`config.mk`:
```
export PLATFORM = sky130hd
export DESIGN_NAME = led_seq
export DESIGN_NICKNAME = d
export VERILOG_FILES = /design/src/rtl/led_seq_pkg.sv /design/src/rtl/led_seq_store.sv /design/src/rtl/led_seq_player.sv /design/src/rtl/led_seq_bounce.sv /design/src/rtl/led_seq.sv
export SDC_FILE = /design/constraint.sdc
export NUM_CORES = 1
export LEC_CHECK = 0
export BUFFER_PORTS_ARGS = -buffer_cell sky130_fd_sc_hd__buf_4
export CAP_MARGIN = 25
export CORE_MARGIN = 2
export CORE_UTILIZATION = 45
export DETAILED_ROUTE_END_ITERATION = 10
export PLACE_DENSITY = 0.72
export REMOVE_ABC_BUFFERS = 1
export SKIP_CTS_REPAIR_TIMING = 1
export SLEW_MARGIN = 5
export SYNTH_ARGS = -nofsm -noshare
export SYNTH_HDL_FRONTEND = slang
export SYNTH_HIERARCHICAL = 1
export SYNTH_SLANG_ARGS = --single-unit
```
`constraint.sdc`:
```
create_clock -name clk_i -period 2.8 [get_ports clk_i]
set_input_delay 0.56 -clock clk_i [delete_from_list [all_inputs] [get_ports clk_i]]
set_output_delay 0.56 -clock clk_i [all_outputs]
set_load 0.02 [all_outputs]
```
`src/rtl/led_seq_pkg.sv`:
```
package led_seq_pkg;
  localparam int unsigned NUM_LED = 4;
  localparam int unsigned DEPTH   = 32;
  localparam int unsigned IDX_W   = $clog2(DEPTH);
  localparam int unsigned LEN_W   = $clog2(DEPTH + 1);
  localparam int unsigned POS_W   = $clog2(NUM_LED);

  typedef enum logic [2:0] {
    MODE_OFF    = 3'd0,
    MODE_DFLT   = 3'd1,
    MODE_MANUAL = 3'd2,
    MODE_LEARN  = 3'd3,
    MODE_REPLAY = 3'd4
  } mode_e;
endpackage

```
`src/rtl/led_seq_store.sv`:
```
module led_seq_store #(
  parameter int unsigned W     = 4,
  parameter int unsigned DEPTH = 32,
  localparam int unsigned IDX_W = $clog2(DEPTH),
  localparam int unsigned LEN_W = $clog2(DEPTH + 1)
) (
  input  logic             clk_i,
  input  logic             rst_ni,
  input  logic             clr_i,
  input  logic             wr_i,
  input  logic [W-1:0]     data_i,
  input  logic [IDX_W-1:0] rd_idx_i,
  output logic [LEN_W-1:0] len_o,
  output logic [W-1:0]     rd_data_o
);
  logic [W-1:0]     mem_q [DEPTH];
  logic [LEN_W-1:0] len_q;
  logic             full;

  assign full = (len_q == LEN_W'(DEPTH));

  always_ff @(posedge clk_i or negedge rst_ni) begin
    if (!rst_ni)               len_q <= '0;
    else if (clr_i)            len_q <= '0;
    else if (wr_i && !full)    len_q <= len_q + LEN_W'(1);
  end

  // storage has no reset; only indices below len_q are ever read
  always_ff @(posedge clk_i) begin
    if (!clr_i && wr_i && !full) mem_q[len_q[IDX_W-1:0]] <= data_i;
  end

  assign len_o     = len_q;
  assign rd_data_o = mem_q[rd_idx_i];
endmodule

```
`src/rtl/led_seq_player.sv`:
```
module led_seq_player #(
  parameter int unsigned DEPTH = 32,
  localparam int unsigned IDX_W = $clog2(DEPTH),
  localparam int unsigned LEN_W = $clog2(DEPTH + 1)
) (
  input  logic             clk_i,
  input  logic             rst_ni,
  input  logic             restart_i,
  input  logic             adv_i,
  input  logic [LEN_W-1:0] len_i,
  output logic [IDX_W-1:0] step_o
);
  logic [IDX_W-1:0] step_q;
  logic             last;

  assign last = ((LEN_W'(step_q) + LEN_W'(1)) >= len_i);

  always_ff @(posedge clk_i or negedge rst_ni) begin
    if (!rst_ni)        step_q <= '0;
    else if (restart_i) step_q <= '0;
    else if (adv_i)     step_q <= last ? '0 : step_q + IDX_W'(1);
  end

  assign step_o = step_q;
endmodule

```
`src/rtl/led_seq_bounce.sv`:
```
module led_seq_bounce #(
  parameter int unsigned N = 4,
  localparam int unsigned POS_W = $clog2(N)
) (
  input  logic         clk_i,
  input  logic         rst_ni,
  input  logic         restart_i,
  input  logic         adv_i,
  output logic [N-1:0] led_o
);
  logic [POS_W-1:0] pos_q;
  logic             up_q;

  always_ff @(posedge clk_i or negedge rst_ni) begin
    if (!rst_ni) begin
      pos_q <= '0;
      up_q  <= 1'b1;
    end else if (restart_i) begin
      pos_q <= '0;
      up_q  <= 1'b1;
    end else if (adv_i) begin
      if (up_q) begin
        if (pos_q == POS_W'(N - 1)) begin
          pos_q <= pos_q - POS_W'(1);
          up_q  <= 1'b0;
        end else begin
          pos_q <= pos_q + POS_W'(1);
        end
      end else begin
        if (pos_q == '0) begin
          pos_q <= POS_W'(1);
          up_q  <= 1'b1;
        end else begin
          pos_q <= pos_q - POS_W'(1);
        end
      end
    end
  end

  for (genvar g = 0; g < N; g++) begin : g_dec
    assign led_o[g] = (pos_q == POS_W'(g));
  end
endmodule

```
`src/rtl/led_seq.sv`:
```
module led_seq
  import led_seq_pkg::*;
(
  input  logic               clk_i,
  input  logic               rst_ni,
  input  logic               enable_i,
  input  logic               mode_we_i,
  input  logic [2:0]         mode_i,
  input  logic               pat_we_i,
  input  logic [NUM_LED-1:0] pat_i,
  input  logic               tick_i,
  output logic [NUM_LED-1:0] led_o
);
  logic [2:0]         mode_q;
  logic [NUM_LED-1:0] latch_q;
  logic [LEN_W-1:0]   len_w;
  logic [IDX_W-1:0]   step_w;
  logic [NUM_LED-1:0] seq_led;
  logic [NUM_LED-1:0] bounce_led;
  logic               empty;
  logic               pat_ok;
  logic               tick_ok;
  logic               learn_clr;

  assign empty     = (len_w == '0);
  assign pat_ok    = pat_we_i && !mode_we_i;
  assign tick_ok   = tick_i && !mode_we_i;
  assign learn_clr = mode_we_i && (mode_i == MODE_LEARN);

  always_ff @(posedge clk_i or negedge rst_ni) begin
    if (!rst_ni)        mode_q <= MODE_DFLT;
    else if (mode_we_i) mode_q <= mode_i;
  end

  always_ff @(posedge clk_i or negedge rst_ni) begin
    if (!rst_ni) latch_q <= '0;
    else if (pat_ok && (mode_q == MODE_MANUAL || mode_q == MODE_LEARN)) latch_q <= pat_i;
  end

  led_seq_store #(.W(NUM_LED), .DEPTH(DEPTH)) u_store (
    .clk_i     (clk_i),
    .rst_ni    (rst_ni),
    .clr_i     (learn_clr),
    .wr_i      (pat_ok && mode_q == MODE_LEARN),
    .data_i    (pat_i),
    .rd_idx_i  (step_w),
    .len_o     (len_w),
    .rd_data_o (seq_led)
  );

  led_seq_player #(.DEPTH(DEPTH)) u_player (
    .clk_i     (clk_i),
    .rst_ni    (rst_ni),
    .restart_i (mode_we_i),
    .adv_i     (tick_ok && mode_q == MODE_REPLAY && !empty),
    .len_i     (len_w),
    .step_o    (step_w)
  );

  led_seq_bounce #(.N(NUM_LED)) u_bounce (
    .clk_i     (clk_i),
    .rst_ni    (rst_ni),
    .restart_i (mode_we_i),
    .adv_i     (tick_ok && (mode_q == MODE_DFLT || (mode_q == MODE_REPLAY && empty))),
    .led_o     (bounce_led)
  );

  always_comb begin
    led_o = '0;
    if (enable_i) begin
      case (mode_q)
        MODE_DFLT:   led_o = bounce_led;
        MODE_MANUAL,
        MODE_LEARN:  led_o = latch_q;
        MODE_REPLAY: led_o = empty ? bounce_led : seq_led;
        default:     led_o = '0;
      endcase
    end
  end
endmodule

```
==> flow_metrics.env, run 1 <==
export IMPL_layout_commonest_cell="edfxtp_1"
export IMPL_fin_skew_ps=5.256
export IMPL_async_flop_share_pct=14.09
export IMPL_h_tree_depth=4
export IMPL_synth_ff_type="edfxtp_1"
export IMPL_finalSetupViolCount=4
export IMPL_antenna_found_initial=0
export IMPL_clock_root_buffer="clkbuf_16"
export IMPL_worstPathCellList="buf_12 -> buf_12 -> mux4_2 -> mux4_2 -> mux2_4 -> o21ai_4 -> a311oi_2 -> buf_4"
export IMPL_routedWlPerCell_um=23.21
export IMPL_yosysSeqAreaShare_pct=66.10
export IMPL_cp_required_ps=2240
export IMPL_grt_pass1_vias=3855
export IMPL_synth_warnings=6
export IMPL_syn_area_sq_um=6614
export IMPL_final_antenna_net_count=0
export IMPL_critPathMaxStageDelay_ps=550
export IMPL_tightest_slew_ps=719.3
export IMPL_netlist_instances=393
export IMPL_outcome="finished, violations left"
export IMPL_min_period_ps=3367
export IMPL_io_buffers=16
export IMPL_diodes=0
export IMPL_critical_path_class="register to primary output"
export IMPL_numCtsBuffers=17
export IMPL_drv_slew=0
export IMPL_p_int_uw=4179
export IMPL_dp_hpwl_mm=9.387
export IMPL_cp_start_kind="register"
export IMPL_ioPinCount=17
export IMPL_path_clk_slew_ps=60
export IMPL_cts_buffer_depth=2
export IMPL_r2r_end="u_store/mem_q[12][0]$_DFFE_PP_"
export IMPL_fin_nets=454
export IMPL_powerDensity_nw_per_um2=696.3
export IMPL_fin_util_pct=53.80
export IMPL_design_core_area_sq_um=14420
export IMPL_crit_path_end_kind="primary output"
export IMPL_num_rows=44
export IMPL_grt_max_degree=34
export IMPL_rr_startpoint="mode_q[1]$_DFFE_PN0P_"
export IMPL_r2r_cells=6
export IMPL_grt_usage_pct=18.75
export IMPL_drt_iter0_markers=326
export IMPL_crit_buf_inv=3
export IMPL_hold_ws_ps=18.17
export IMPL_failed_checks="setup timing"
export IMPL_yosys_register_bits=149
export IMPL_p_comb_share_pct=11.8
export IMPL_cts_tree="built"
export IMPL_avgSynthCellArea_sq_um=16.83
export IMPL_p_leak_uw=0.002564
export IMPL_crit_fanout=6
export IMPL_finalWorstSetupSlack_ps=-567.2
export IMPL_power_frac_seq_pct=47.4
export IMPL_period_share_pct=120.3
export IMPL_wl_mm=14.55
export IMPL_die_y_um=125.2
export IMPL_power_frac_clock_pct=40.7
export IMPL_rsz0062_at_grt="true"
export IMPL_arrival_ps=2810
export IMPL_synth_cell_types=56
export IMPL_grt_pass1_wl_mm=21.98
export IMPL_ir_drop_uv=391.2
export IMPL_slew_headroom_pct=51.54
export IMPL_die_w_um=125.2
export IMPL_swShare_pct=22.66
export IMPL_place_ws_ps=-174.3
export IMPL_clock_latency_ps=420
export IMPL_gp_congestion=0.8866
export IMPL_power_switching_uw=1224
export IMPL_grt_ovfl_total=0
export IMPL_die_area_sq_um=15680
export IMPL_drc=0
export IMPL_hold_path_class="input pin to asynchronous set/reset pin"
export IMPL_drt_first_pass_iters=5
export IMPL_start_util_pct=45.85
export IMPL_rrSetupSlack_ps=130
export IMPL_via_per_inst=6.032
export IMPL_drive_gt1_share_pct=30.93
export IMPL_cts_sinks=149
export IMPL_finalHoldViolCount=0
export IMPL_drv_cap=0
export IMPL_area_growth_pct=17.33
export IMPL_fmax_ghz=0.2970
export IMPL_path_delay_family="multiplexers"
export IMPL_vias=3782
export IMPL_synth_edf_count=128
export IMPL_final_cell_mix="edfxtp_1 (128), nor2_1 (45), mux4_2 (40)"
export IMPL_crit_slowest_cell="mux4_2"
-- metrics by stage --
step	cells	setup TNS, ps	total power, uW	cell area [sq um]
2_1_floorplan	376	-4628	2954	6510
3_3_place_gp	591	-262.0	3142	7037
3_5_place_dp	591	-415.1	3163	7037
4_1_cts	623	-2263	5356	7610
5_1_grt	627	-2416	5596	7760
6_report	627	-2175	5404	7760
-- cells by family after synthesis --
| logic type | synth area share [%] |
|---|---|
| fa+ha+maj | 2.081 |
| buf+inv | 2.194 |
| mux | 15.70 |
| compound gates | 4.730 |
| flops | 66.10 |
| xor+xnor | 1.059 |
| simple gates | 8.135 |
-- Yosys cell counts, types with 2 or more instances --
| cell | instances | share of area (%) |
|---|---|---|
| a21oi_1 | 5 | 0.38 |
| a221oi_1 | 3 | 0.40 |
| a22oi_1 | 3 | 0.34 |
| a311oi_1 | 4 | 0.53 |
| and2b_2 | 3 | 0.40 |
| buf_2 | 2 | 0.15 |
| buf_6 | 5 | 0.85 |
| clkbuf_1 | 9 | 0.51 |
| dfrtp_1 | 19 | 7.2 |
| dfstp_2 | 2 | 0.79 |
| edfxtp_1 | 128 | 58 |
| ha_1 | 11 | 2.1 |
| inv_1 | 11 | 0.62 |
| mux2_2 | 6 | 1.0 |
| mux2_4 | 4 | 0.91 |
| mux4_2 | 40 | 14 |
| nand2_1 | 15 | 0.85 |
| nand2b_1 | 3 | 0.28 |
| nand3_1 | 8 | 0.61 |
| nand3b_1 | 3 | 0.34 |
| nand4_1 | 3 | 0.28 |
| nor2_1 | 45 | 2.6 |
| nor2b_1 | 4 | 0.38 |
| nor3b_1 | 2 | 0.23 |
| o211ai_1 | 2 | 0.23 |
| o21ai_0 | 13 | 0.98 |
| o21ai_1 | 2 | 0.15 |
| or2_2 | 3 | 0.28 |
| or3_1 | 2 | 0.19 |
| xnor2_1 | 4 | 0.53 |
| xor2_1 | 4 | 0.53 |
-- final cells by class --
| class | instances | area (sq um) |
|---|---|---|
| clock inverters | 12 | 136.4 |
| well taps | 184 | 230.2 |
| flip-flops and latches | 149 | 4374 |
| multi-input cells | 216 | 2161 |
| clock buffers | 20 | 436.7 |
| fillers | 1093 | 6664 |
| repair buffers | 35 | 380.4 |
| inverters | 11 | 41.29 |
-- power groups by stage --
| stage | Sequential (uW) | Combinational, uW | Clock, uW |
|---|---|---|---|
| floorplan | 2590 | 359 | 0 |
| global placement | 2600 | 538 | 0 |
| detailed placement | 2610 | 556 | 0 |
| CTS | 2560 | 559 | 2230 |
| global route | 2570 | 691 | 2330 |
| finish | 2560 | 639 | 2200 |
-- metal layers --
| layer | vias up | global-route usage (%) | share of wire [%] |
|---|---|---|---|
| met5 | - | 0 | 0 |
| met2 | 175 | 29.70 | 50 |
| met4 | 0 | 6.732 | 2.4 |
| met3 | 27 | 5.520 | 7.8 |
| met1 | 1942 | 24.96 | 40 |
| li1 | 1638 | - | - |
-- state kept, by name, summed over array words and instances, names as in the netlist --
register / cells
u_bounce/up_q: 1
u_store/mem_q: 128
u_bounce/pos_q: 2
u_store/len_o: 6
u_player/step_o: 5
mode_q: 3
latch_q: 4
-- worst max-delay path by stage --
stage                                   startpoint       end  slack, ps  cells past startpoint
finish              u_player/step_o[1]$_DFFE_PN0P_  led_o[1]       -570                      8
global route        u_player/step_o[1]$_DFFE_PN0P_  led_o[1]       -620                      8
floorplan           u_player/step_o[1]$_DFFE_PN0P_  led_o[0]       -800                      5
detailed placement  u_player/step_o[1]$_DFFE_PN0P_  led_o[1]       -170                      7
global placement    u_player/step_o[1]$_DFFE_PN0P_  led_o[1]        -90                      7
CTS                 u_player/step_o[1]$_DFFE_PN0P_  led_o[1]       -630                      7
(Power assumes the default switching activity.)
==> inputs of run 2 (changes only) <==
- GPL_TIMING_DRIVEN: default -> 0
==> run 2 against run 1 <==
Against the previous run: the run still ends with setup timing left; flip-flop and latch count unchanged; combinational power down 10%; non-clock buffer count down 11; register-to-register slack worse by 40 ps; fmax down 1.2%; first-iteration DRC count down 8.0%; global-route usage down 1.3 points; total power down 3.9%; wire length down 7.7%; hold slack better by 1.8 ps; count of clock-buffer cells in the layout down 2; sequential share of layout area up 1.2 points; critical path type unchanged.
==> flow_metrics.env, run 2 (synthesized netlist as in run 1, its figures left out) <==
export IMPL_die_w_um=125.2
export IMPL_h_tree_depth=4
export IMPL_rrSetupSlack_ps=90
export IMPL_cts_buffer_depth=2
export IMPL_final_cell_mix="edfxtp_1 (128), mux4_2 (40), nor2_1 (36)"
export IMPL_tightest_slew_ps=782.0
export IMPL_slew_headroom_pct=47.13
export IMPL_die_area_sq_um=15680
export IMPL_start_util_pct=45.85
export IMPL_cts_sinks=149
export IMPL_r2r_cells=6
export IMPL_cp_start_kind="register"
export IMPL_drt_first_pass_iters=4
export IMPL_fin_nets=443
export IMPL_powerDensity_nw_per_um2=682.4
export IMPL_num_rows=44
export IMPL_routedWlPerCell_um=21.88
export IMPL_finalHoldViolCount=0
export IMPL_drive_gt1_share_pct=31.86
export IMPL_crit_path_end_kind="primary output"
export IMPL_gp_congestion=0.7700
export IMPL_period_share_pct=121.7
export IMPL_grt_pass1_vias=3682
export IMPL_swShare_pct=23.39
export IMPL_dp_hpwl_mm=8.326
export IMPL_finalWorstSetupSlack_ps=-608.5
export IMPL_min_period_ps=3409
export IMPL_failed_checks="setup timing"
export IMPL_cp_required_ps=2240
export IMPL_fillCellCount=1119
export IMPL_drv_slew=0
export IMPL_drt_iter0_markers=300
export IMPL_p_comb_share_pct=11.0
export IMPL_rsz0062_at_grt="true"
export IMPL_finalNonFillerCells=614
export IMPL_die_y_um=125.2
export IMPL_grt_ovfl_total=0
export IMPL_diodes=0
export IMPL_outcome="finished, violations left"
export IMPL_finalSetupViolCount=4
export IMPL_largest_reg_flops=128
export IMPL_r2r_end="u_store/mem_q[17][3]$_DFFE_PP_"
export IMPL_rr_startpoint="mode_q[1]$_DFFE_PN0P_"
export IMPL_design_core_area_sq_um=14420
export IMPL_ir_drop_uv=420.4
export IMPL_power_frac_clock_pct=39.4
export IMPL_clock_latency_ps=410
export IMPL_via_per_inst=5.902
export IMPL_vias=3624
export IMPL_crit_fanout=7
export IMPL_arrival_ps=2850
export IMPL_grt_max_degree=40
export IMPL_power_frac_seq_pct=49.6
export IMPL_fmax_ghz=0.2934
export IMPL_multi_input_area_sq_um=2158
export IMPL_hold_path_class="input pin to asynchronous set/reset pin"
export IMPL_clock_root_buffer="clkbuf_16"
export IMPL_antenna_found_initial=0
export IMPL_numCtsBuffers=17
export IMPL_area_growth_pct=15.08
export IMPL_cts_tree="built"
export IMPL_wl_mm=13.43
export IMPL_final_antenna_net_count=0
export IMPL_dp_cells=577
export IMPL_drv_cap=0
export IMPL_p_leak_uw=0.002475
export IMPL_ioPinCount=17
export IMPL_power_switching_uw=1215
export IMPL_layout_commonest_cell="edfxtp_1"
export IMPL_p_int_uw=3979
export IMPL_regArea_sq_um=4380
export IMPL_grt_usage_pct=17.48
export IMPL_grt_pass1_wl_mm=20.80
export IMPL_path_clk_slew_ps=60
export IMPL_fin_skew_ps=8.712
export IMPL_critical_path_class="register to primary output"
export IMPL_drc=0
export IMPL_place_ws_ps=-515.2
export IMPL_io_buffers=16
## run 2: cell count changes in the layout (fill, tap and decap cells not counted), moves of 3 or more
cell,previous run,this run
buf_4,26,17
nor2_1,45,36
nor2_2,0,9
clkinv_1,4,1
buf_12,6,0
## run 2: worst max-delay path by stage
| stage | start | to | slack, ps | depth (start not counted) |
|---|---|---|---|---|
| floorplan | u_player/step_o[1]$_DFFE_PN0P_ | led_o[0] | -800 | 5 |
| global route | u_player/step_o[1]$_DFFE_PN0P_ | led_o[0] | -680 | 7 |
| CTS | u_player/step_o[2]$_DFFE_PN0P_ | led_o[2] | -980 | 6 |
| detailed placement | u_player/step_o[2]$_DFFE_PN0P_ | led_o[2] | -520 | 6 |
| finish | u_player/step_o[1]$_DFFE_PN0P_ | led_o[1] | -610 | 7 |
| global placement | u_player/step_o[1]$_DFFE_PN0P_ | led_o[3] | -1500 | 6 |
## run 2: area by class of cell
| type | instances | area share (%) |
|---|---|---|
| inverters | 11 | 0.5425 |
| flip-flops and latches | 149 | 57.55 |
| clock buffers | 18 | 5.639 |
| well taps | 184 | 3.025 |
| clock inverters | 12 | 1.414 |
| multi-input cells | 216 | 28.36 |
| repair buffers | 24 | 3.469 |
## run 2: metrics by stage
stage / utilization, % / setup TNS, ps / power, uW / hold slack (ps) / cell area (sq um)
floorplan: - / -4628 / 2954 / 264.4 / 6510
global placement: 47.56 / -10270 / 3103 / 451.1 / 6860
detailed placement: 47.72 / -1789 / 3130 / 454.9 / 6883
CTS: 51.44 / -3624 / 5187 / 8.250 / 7420
global route: 52.77 / -3536 / 5409 / 25.60 / 7611
finish: 52.77 / -2392 / 5194 / 19.94 / 7611
## run 2: layer usage
layer	global-route usage [%]	vias up	wire (um)
met4	5.098	0	161
met5	0	-	0
met2	27.49	105	6907
met3	5.349	14	829
met1	23.86	1902	5535
li1	-	1603	-
## run 2: power groups by stage
| stage | clock network (uW) | registers [uW] | logic (uW) |
|---|---|---|---|
| floorplan | 0 | 2590 | 359 |
| global placement | 0 | 2630 | 475 |
| detailed placement | 0 | 2620 | 508 |
| CTS | 2100 | 2580 | 513 |
| global route | 2190 | 2590 | 628 |
| finish | 2050 | 2580 | 573 |
## run 2: worst max-delay path: stages, from the launching register on
cell       delay [ps]
dfrtp_4           540
clkbuf_16         200
mux4_2            540
mux4_2            490
mux2_4            300
o21ai_2            60
a311oi_1          110
buf_4             190
==> inputs of run 3 (changes only) <==
- GPL_TIMING_DRIVEN: 0 -> default
- RECOVER_POWER: default -> 25
==> run 3 against run 2 <==
Against the previous run: the flow still finishes with violations (setup timing); register-to-register slack better by 40 ps; non-clock buffer count up 11; total power up 4.1%; via count up 4.3%; final cell count up 2.1%; global-route usage up 1.3 points; fmax up 1.3%; sequential share of layout area down 1.1 points; critical path type unchanged.
==> flow_metrics.env, run 3 (synthesized netlist as in run 1, its figures left out) <==
export IMPL_outcome="finished, violations left"
export IMPL_failed_checks="setup timing"
export IMPL_cts_sinks=149
export IMPL_path_delay_family="multiplexers"
export IMPL_rrSetupSlack_ps=130
export IMPL_cp_depth=8
export IMPL_antenna_found_initial=0
export IMPL_min_period_ps=3366
export IMPL_final_antenna_net_count=0
export IMPL_finalHoldViolCount=0
export IMPL_worstSetupStartpoint="u_player/step_o[1]$_DFFE_PN0P_"
export IMPL_drt_first_pass_iters=5
export IMPL_power_switching_uw=1227
export IMPL_h_tree_depth=4
export IMPL_drv_slew=0
export IMPL_drive_gt1_share_pct=30.25
export IMPL_clock_root_buffer="clkbuf_16"
export IMPL_fmax_ghz=0.2971
export IMPL_path_clk_slew_ps=60
export IMPL_largest_reg_flops=128
export IMPL_multi_input_area_sq_um=2161
export IMPL_critical_path_class="register to primary output"
export IMPL_grt_pass1_wl_mm=21.98
export IMPL_p_comb_share_pct=11.8
export IMPL_final_cell_mix="edfxtp_1 (128), nor2_1 (45), mux4_2 (40)"
export IMPL_endpoint="led_o[1]"
export IMPL_layout_commonest_cell="edfxtp_1"
export IMPL_finalWorstSetupSlack_ps=-565.9
export IMPL_drt_iter0_markers=354
export IMPL_cts_buffer_depth=2
export IMPL_gp_congestion=0.8866
export IMPL_die_w_um=125.2
export IMPL_swShare_pct=22.70
export IMPL_regArea_sq_um=4374
export IMPL_start_util_pct=45.85
export IMPL_grt_max_degree=34
export IMPL_worstPathCellList="buf_12 -> buf_12 -> mux4_2 -> mux4_2 -> mux2_4 -> o21ai_4 -> a311oi_2 -> buf_4"
export IMPL_ioPinCount=17
export IMPL_ir_drop_uv=390.6
export IMPL_area_growth_pct=17.16
export IMPL_p_leak_uw=0.002553
export IMPL_fin_nets=454
export IMPL_crit_fanout=6
export IMPL_num_rows=44
export IMPL_via_per_inst=6.027
export IMPL_wl_mm=14.55
export IMPL_clock_latency_ps=420
export IMPL_p_int_uw=4178
export IMPL_vias=3779
export IMPL_grt_ovfl_total=0
export IMPL_cp_required_ps=2240
export IMPL_rsz0062_at_grt="true"
export IMPL_fillCellCount=1096
export IMPL_crit_path_end_kind="primary output"
export IMPL_io_buffers=16
export IMPL_routedWlPerCell_um=23.21
export IMPL_crit_slowest_cell="mux4_2"
export IMPL_die_area_sq_um=15680
export IMPL_power_frac_seq_pct=47.4
export IMPL_cts_tree="built"
export IMPL_crit_buf_inv=3
export IMPL_grt_pass1_vias=3855
export IMPL_r2r_end="u_store/mem_q[12][0]$_DFFE_PP_"
export IMPL_die_y_um=125.2
export IMPL_arrival_ps=2810
export IMPL_powerDensity_nw_per_um2=697.6
export IMPL_place_ws_ps=-174.3
export IMPL_design_core_area_sq_um=14420
export IMPL_dp_hpwl_mm=9.387
export IMPL_diodes=0
export IMPL_r2r_cells=6
export IMPL_grt_usage_pct=18.75
export IMPL_cp_start_kind="register"
export IMPL_fin_skew_ps=5.700
export IMPL_hold_path_class="input pin to asynchronous set/reset pin"
export IMPL_fin_util_pct=53.72
export IMPL_slew_headroom_pct=2.776
export IMPL_critPathMaxStageDelay_ps=550
export IMPL_tightest_slew_ps=1458
export IMPL_numCtsBuffers=17
export IMPL_finalSetupViolCount=4
export IMPL_drv_cap=0
export IMPL_drc=0
export IMPL_power_frac_clock_pct=40.8
export IMPL_rr_startpoint="mode_q[1]$_DFFE_PN0P_"
export IMPL_period_share_pct=120.2
run 3: changes by cell type in the layout (fill, tap and decap cells not counted), sizes merged:
cell      change
buf           +9
bufinv        +2
clkbuf        +4
clkinv        +1
clkinvlp      -1
inv           -2
run 3: power by group through the flow:
stage	Combinational [uW]	Sequential [uW]	Clock, uW
6_report	638	2560	2200
5_1_grt	689	2570	2330
4_1_cts	559	2560	2230
3_5_place_dp	556	2610	0
3_3_place_gp	538	2600	0
2_1_floorplan	359	2590	0
run 3: worst min path at each step:
stage | start | end | slack, ps | cells past startpoint
CTS | rst_ni | u_player/step_o[0]$_DFFE_PN0P_ | 20 | 1
finish | rst_ni | u_player/step_o[0]$_DFFE_PN0P_ | 350 | 1
detailed placement | rst_ni | u_player/step_o[0]$_DFFE_PN0P_ | 470 | 1
floorplan | rst_ni | latch_q[0]$_DFFE_PN0P_ | 260 | 0
global route | mode_i[1] | mode_q[1]$_DFFE_PN0P_ | 370 | 2
global placement | rst_ni | u_player/step_o[2]$_DFFE_PN0P_ | 470 | 1
run 3: metrics by stage:
| stage | total power [uW] | setup TNS (ps) | hold WS (ps) | instances | cell area, sq um |
|---|---|---|---|---|---|
| finish | 5405 | -2168 | 353.9 | 627 | 7749 |
| global route | 5595 | -2416 | 366.2 | 627 | 7749 |
| CTS | 5356 | -2263 | 21.19 | 623 | 7610 |
| detailed placement | 3163 | -415.1 | 469.4 | 591 | 7037 |
| global placement | 3142 | -262.0 | 466.1 | 591 | 7037 |
| floorplan | 2954 | -4628 | 264.4 | 376 | 6510 |
run 3: routing by layer:
metal / vias up / share of wire, % / global-route usage (%) / wire length, um
met2: 148 / 50 / 29.70 / 7348
met3: 26 / 6.0 / 5.520 / 871
li1: 1632 / - / - / -
met1: 1973 / 41 / 24.96 / 5984
met4: 0 / 2.4 / 6.732 / 349
met5: - / 0 / 0 / 0
run 3: layout make-up:
type,count,area share [%]
repair buffers,35,4.763
clock inverters,12,1.760
multi-input cells,216,27.89
inverters,11,0.5329
clock buffers,20,5.635
flip-flops and latches,149,56.45
well taps,184,2.971
